### config.mk
export PLATFORM = sky130hd
export DESIGN_NAME = baudGen
export DESIGN_NICKNAME = d
export VERILOG_FILES = /design/src/rtl/baudGenPkg.sv /design/src/rtl/baudGenDatapath.sv /design/src/rtl/baudGenControl.sv /design/src/rtl/baudGen.sv
export SDC_FILE = /design/constraint.sdc
export NUM_CORES = 1
export LEC_CHECK = 0
export ABC_CLOCK_PERIOD_IN_PS = 3500
export BUFFER_PORTS_ARGS = -buffer_cell sky130_fd_sc_hd__buf_2
export CAP_MARGIN = 20
export CORE_UTILIZATION = 40
export CTS_BUF_LIST = sky130_fd_sc_hd__clkbuf_2
export CTS_CLUSTER_DIAMETER = 150
export DETAILED_ROUTE_END_ITERATION = 16
export SLEW_MARGIN = 10
export SYNTH_ARGS = -nofsm -noshare
export SYNTH_HDL_FRONTEND = slang
export SYNTH_SLANG_ARGS = --single-unit
### constraint.sdc
create_clock -name clk -period 3.5 [get_ports clk]
set_clock_uncertainty 0.2 [all_clocks]
set_input_delay 0.7 -clock clk [delete_from_list [all_inputs] [get_ports clk]]
set_output_delay 0.7 -clock clk [all_outputs]
set_load 0.02 [all_outputs]
### src/rtl/baudGenPkg.sv
package baudGenPkg;
  // Strobes from control to datapath
  typedef struct packed {
    logic countEn;   // advance the counter this cycle
    logic clearAll;  // hold the counter at zero
  } ctrlStrobe_t;
endpackage

### src/rtl/baudGenDatapath.sv
module baudGenDatapath
  import baudGenPkg::*;
#(
  parameter int CNT_W = 8
) (
  input  logic             clk,
  input  logic             rstN,
  input  ctrlStrobe_t      strobe,
  input  logic [CNT_W-1:0] reloadVal,
  output logic             overflow,
  output logic [CNT_W-1:0] cntVal
);
  localparam logic [CNT_W-1:0] CNT_MAX = '1;

  logic [CNT_W-1:0] cnt;

  assign overflow = strobe.countEn && (cnt == CNT_MAX);
  assign cntVal   = cnt;

  always_ff @(posedge clk or negedge rstN) begin
    if (!rstN)                cnt <= '0;
    else if (strobe.clearAll) cnt <= '0;
    else if (overflow)        cnt <= reloadVal;
    else if (strobe.countEn)  cnt <= cnt + 1'b1;
  end
endmodule

### src/rtl/baudGenControl.sv
module baudGenControl
  import baudGenPkg::*;
#(
  parameter int PRESCALE = 6
) (
  input  logic        clk,
  input  logic        rstN,
  input  logic        enable,
  input  logic        speedFast,
  input  logic        rateDouble,
  input  logic        overflow,
  output ctrlStrobe_t strobe,
  output logic        baudTick
);
  logic preWrap;

  generate
    if (PRESCALE > 1) begin : g_prescale
      localparam int PRE_W = $clog2(PRESCALE);
      localparam logic [PRE_W-1:0] PRE_LAST = PRE_W'(PRESCALE - 1);
      logic [PRE_W-1:0] preCnt;

      assign preWrap = (preCnt == PRE_LAST);

      always_ff @(posedge clk or negedge rstN) begin
        if (!rstN)        preCnt <= '0;
        else if (!enable) preCnt <= '0;
        else if (preWrap) preCnt <= '0;
        else              preCnt <= preCnt + 1'b1;
      end
    end else begin : g_noPrescale
      assign preWrap = 1'b1;
    end
  endgenerate

  logic halfToggle;
  logic tickNext;

  assign strobe.clearAll = !enable;
  assign strobe.countEn  = enable && (speedFast || preWrap);
  assign tickNext        = overflow && (rateDouble || halfToggle);

  always_ff @(posedge clk or negedge rstN) begin
    if (!rstN) begin
      halfToggle <= 1'b0;
      baudTick   <= 1'b0;
    end else if (!enable) begin
      halfToggle <= 1'b0;
      baudTick   <= 1'b0;
    end else begin
      if (overflow) halfToggle <= !halfToggle;
      baudTick <= tickNext;
    end
  end
endmodule

### src/rtl/baudGen.sv
module baudGen
  import baudGenPkg::*;
#(
  parameter int CNT_W    = 8,
  parameter int PRESCALE = 6
) (
  input  logic             clk,
  input  logic             rstN,
  input  logic             enable,
  input  logic             speedFast,
  input  logic             rateDouble,
  input  logic [CNT_W-1:0] reloadVal,
  output logic             baudTick
);
  ctrlStrobe_t      strobe;
  logic             overflow;
  logic [CNT_W-1:0] cntVal;

  baudGenControl #(.PRESCALE(PRESCALE)) u_ctrl (
    .clk(clk), .rstN(rstN), .enable(enable), .speedFast(speedFast),
    .rateDouble(rateDouble), .overflow(overflow), .strobe(strobe),
    .baudTick(baudTick)
  );

  baudGenDatapath #(.CNT_W(CNT_W)) u_dp (
    .clk(clk), .rstN(rstN), .strobe(strobe), .reloadVal(reloadVal),
    .overflow(overflow), .cntVal(cntVal)
  );
endmodule

==> results by stage <==
Status:
- The run finished with clean final reports.

Final layout:
- From synthesis to final layout, the design area changed by 14.66%.
- The count of filler cells inserted in the layout is 161.
- The total inserted antenna cells is 0.
- The net count of the finished layout is 105.
- At the end of the flow the core is filled with cells to 0.5157.
- The proportion of layout cells with a drive suffix above 1 is 0.2778.

Clock network:
- The H-tree depth reported by CTS is 1.
- The total CTS buffers is 3.
- Post-CTS timing repair inserted 0 buffers for setup.
- The total clock sinks is 13.
- The latest clock arrival within the worst-skew pair is 260 ps.
- For this design, the CTS-stage hold fixing added 0 buffers.
- Clock-pin slew was measured on the worst setup and hold paths at 120 ps.
- In this run the clock root is driven by a sky130_fd_sc_hd__clkbuf_2.
- The post-cts sizing count is 0.
- The maximum clock path buffer count is 2.
- TritonCTS built the clock tree.

Setup path:
- The depth of the most critical reg-to-reg path is 4.
- The flop-to-flop setup slack is 1740 ps.
- The kind of start point of the critical path is a flop.
- The worst setup path is captured at a flop.
- The endpoint required time on the critical path is 3490 ps.
- The data arrival time at the worst-slack endpoint is 1750 ps.
- The startpoint of the worst-slack reg-to-reg timing path is u_dp.cntVal[0].
- The critical path start-end classification is reg2reg.
- In this run the critical register-to-register path is captured at u_ctrl.halfToggle.
- The largest fanout of any net on the critical path is 10.

Power:
- The worst vdd rail ir drop is 200.7 uV.
- Overall power consumption after layout is estimated at 266.1 uW.
- The static power due to leakage is 0.3874 nW.
- The power per cell area is 323.7 nW/um^2.

Timing:
- The share of the clock period used by the worst path after layout is 0.5014.
- The final count of hold timing violations came to 0.
- For the pin with the worst max-slew slack, the measured transition is 411.6 ps.
- Static timing analysis puts the maximum clock frequency at 569.8 MHz.
- Adding up every negative setup slack in the final design gives 0 ps.
- For the finished layout, the period the worst path requires is 1755 ps.
- The final-report max-slew violation count is 0.
- The least setup slack across all paths after layout is 1745 ps.
- Setup repair after global routing left no endpoint under its margin.
- The worst pin sits at a relative slew slack of 0.7256.
- The setup-violating endpoint count in the final report is 0.

Placed design:
- The global placement routability congestion is 0.7012.
- The placement-stage worst setup slack is 1727 ps.
- The wire-length estimate of the detail-placed layout is 1098 um.
- The quantity of I/O buffers inserted on ports is 13.

Detailed routing:
- The number of vias per cell after detailed routing is 5.377.
- The pre-antenna-repair detailed-routing pass consisted of 4 iterations.
- The total DRC errors in the routed layout is 0.
- After the first detailed-routing iteration, the DRC count stood at 16.
- The antenna violation net count after detailed routing is 0.
- The average wire per standard cell is 13.10 um.
- The total routed wirelength is 1493 um.
- The routed layout has 613 vias.

Synth:
- The instance count of the mapped netlist is 75.
- The number of enable flip-flop cells after synthesis is 0.
- The count of different cell masters after synthesis is 31.
- Among all flip-flop cells after synthesis, the most frequent one is sky130_fd_sc_hd__dfrtp_1.
- The count of state elements after synthesis is 13.
- In the synthesized netlist the async set-or-reset flop fraction comes to 1.000.
- The net count after synthesis is 89.
- The portion of the post-synthesis area used by sequential elements is 0.4538.
- The number of warning messages in the yosys log is 0.
- After synthesis, the mean cell area works out to 9.559 um^2.
- The post-synthesis instance area is 716.9 um^2.

Global route:
- The via count of the first global-routing pass is 576.
- The aggregate global routing overflow is 0.
- The initial antenna violation count came to 0.
- The global router's overall resource usage is 0.1833.
- The first global-routing pass estimated 2566 um of wire.
- Entering global routing, the biggest net connects 14 pins.

Floorplan:
- The total area inside the core boundary comes to 1594 um^2.
- The starting density of the core is 0.4498.
- The die is 44.34 um tall.
- After floorplanning, the core was divided into 14 placement rows.
- The x dimension of the die is 44.34 um.
- The die covers 1966 um^2.
- The boundary pin count is 14.

Job:
- Max-cap violations in this run came to 0.

Worst hold path:
- The type of the most critical hold path is in2async.
## cells by family (layout without fill, tap and decap cells)
kind of cell | count (synthesis) | in the layout | share of synthesized area
and+or+nand+nor | 27 | 27 | 0.2339
AOI/OAI and AO/OA | 23 | 23 | 0.1972
adders and majority gates | 1 | 1 | 0.01745
muxes | 4 | 4 | 0.05759
DFF | 13 | 13 | 0.4537
buffers and inverters | 7 | 22 | 0.04012
## report_power, final
part	internal, mW	switching (mW)	total [mW]	leakage (nW)
sequential	0.155	0.00498	0.160	0.177
combinational	0.0123	0.0167	0.0290	0.194
clock	0.0303	0.0472	0.0776	0.0166
total	0.197	0.0689	0.266	0.387
## how the worst max path moves through the flow
stage               slack, ps  cells past startpoint           start           endpoint
finish                   1740                      4  u_dp.cntVal[0]  u_ctrl.halfToggle
global route             1630                      5  u_dp.cntVal[0]     u_dp.cntVal[6]
CTS                      1730                      4  u_dp.cntVal[0]  u_ctrl.halfToggle
detailed placement       1730                      4       speedFast     u_dp.cntVal[2]
global placement         1720                      4       speedFast     u_dp.cntVal[2]
floorplan                1950                      4  u_dp.cntVal[3]  u_ctrl.halfToggle
## worst max-delay path, cell delays in order (launching register included)
cell	delay, ps
sky130_fd_sc_hd__dfrtp_1	430
sky130_fd_sc_hd__ha_1	300
sky130_fd_sc_hd__nand4_4	210
sky130_fd_sc_hd__or3_1	390
sky130_fd_sc_hd__a21oi_1	150
## routing by layer
layer / GRT usage / vias to the layer above / share of wire
li1: - / 305 / -
met1: 0.2526 / 291 / 0.50
met2: 0.2647 / 15 / 0.45
met3: 0.07347 / 2 / 0.048
met4: 0.05455 / 0 / 0.0067
met5: 0 / - / 0
## flip-flops by register name, summed over array words and instances (netlist names)
signal,cells
u_ctrl.halfToggle,1
u_ctrl.baudTick,1
u_dp.cntVal,8
u_ctrl.g_prescale.preCnt,3
## metrics by stage
stage	cells	instance area, um^2	hold slack (ps)
6_report	114	822.0	94.67
5_1_grt	114	822.0	90.69
3_5_place_dp	110	802.0	292.1
4_1_cts	114	822.0	86.10
2_1_floorplan	75	716.9	204.4
3_3_place_gp	110	802.0	290.3
## area by class of cell
| type | count | area (um^2) | share of cell area |
|---|---|---|---|
| multi-input combinational | 55 | 362.8 | 0.4414 |
| sequential | 13 | 325.3 | 0.3957 |
| timing repair buffer | 13 | 65.06 | 0.07915 |
| tap | 24 | 30.03 | 0.03653 |
| clock buffer | 4 | 20.02 | 0.02435 |
| inverter | 5 | 18.77 | 0.02283 |
## cell usage in the layout (no fill, tap or decap)
cell                       synthesis  routed
sky130_fd_sc_hd__nand2_1           6       6
sky130_fd_sc_hd__o32ai_1           1       1
sky130_fd_sc_hd__nand3_1           4       4
sky130_fd_sc_hd__clkinv_1          1       1
sky130_fd_sc_hd__ha_1              1       1
sky130_fd_sc_hd__inv_1             4       4
sky130_fd_sc_hd__clkbuf_2          1       4
sky130_fd_sc_hd__o22ai_1           1       1
sky130_fd_sc_hd__a21o_1            1       1
sky130_fd_sc_hd__or2_2             1       1
sky130_fd_sc_hd__mux2i_1           3       3
sky130_fd_sc_hd__nand4_1           2       2
sky130_fd_sc_hd__nor3b_1           1       1
sky130_fd_sc_hd__buf_2             1      13
sky130_fd_sc_hd__nor3_1            3       3
sky130_fd_sc_hd__or3_1             1       1
sky130_fd_sc_hd__a21oi_1          10      10
sky130_fd_sc_hd__and3_2            1       1
sky130_fd_sc_hd__o22a_2            2       2
sky130_fd_sc_hd__o21ai_0           5       5
sky130_fd_sc_hd__a21boi_0          1       1
sky130_fd_sc_hd__nor2_1            2       2
sky130_fd_sc_hd__mux2_2            1       1
sky130_fd_sc_hd__o31ai_1           1       1
sky130_fd_sc_hd__a311oi_1          1       1
sky130_fd_sc_hd__and2b_2           1       1
sky130_fd_sc_hd__nand4_4           1       1
sky130_fd_sc_hd__and4_4            1       1
sky130_fd_sc_hd__dfrtp_1          13      13
sky130_fd_sc_hd__and4_1            1       1
sky130_fd_sc_hd__nand2b_1          2       2
## cell usage after synthesis, types with 2 or more instances
cell type,count,area share
sky130_fd_sc_hd__a21oi_1,10,0.070
sky130_fd_sc_hd__dfrtp_1,13,0.45
sky130_fd_sc_hd__nand3_1,4,0.028
sky130_fd_sc_hd__nand4_1,2,0.017
sky130_fd_sc_hd__o21ai_0,5,0.035
sky130_fd_sc_hd__nand2b_1,2,0.017
sky130_fd_sc_hd__inv_1,4,0.021
sky130_fd_sc_hd__mux2i_1,3,0.042
sky130_fd_sc_hd__nor3_1,3,0.021
sky130_fd_sc_hd__nor2_1,2,0.010
sky130_fd_sc_hd__nand2_1,6,0.031
sky130_fd_sc_hd__o22a_2,2,0.028
Note: power is estimated with default switching activity, not from simulation.
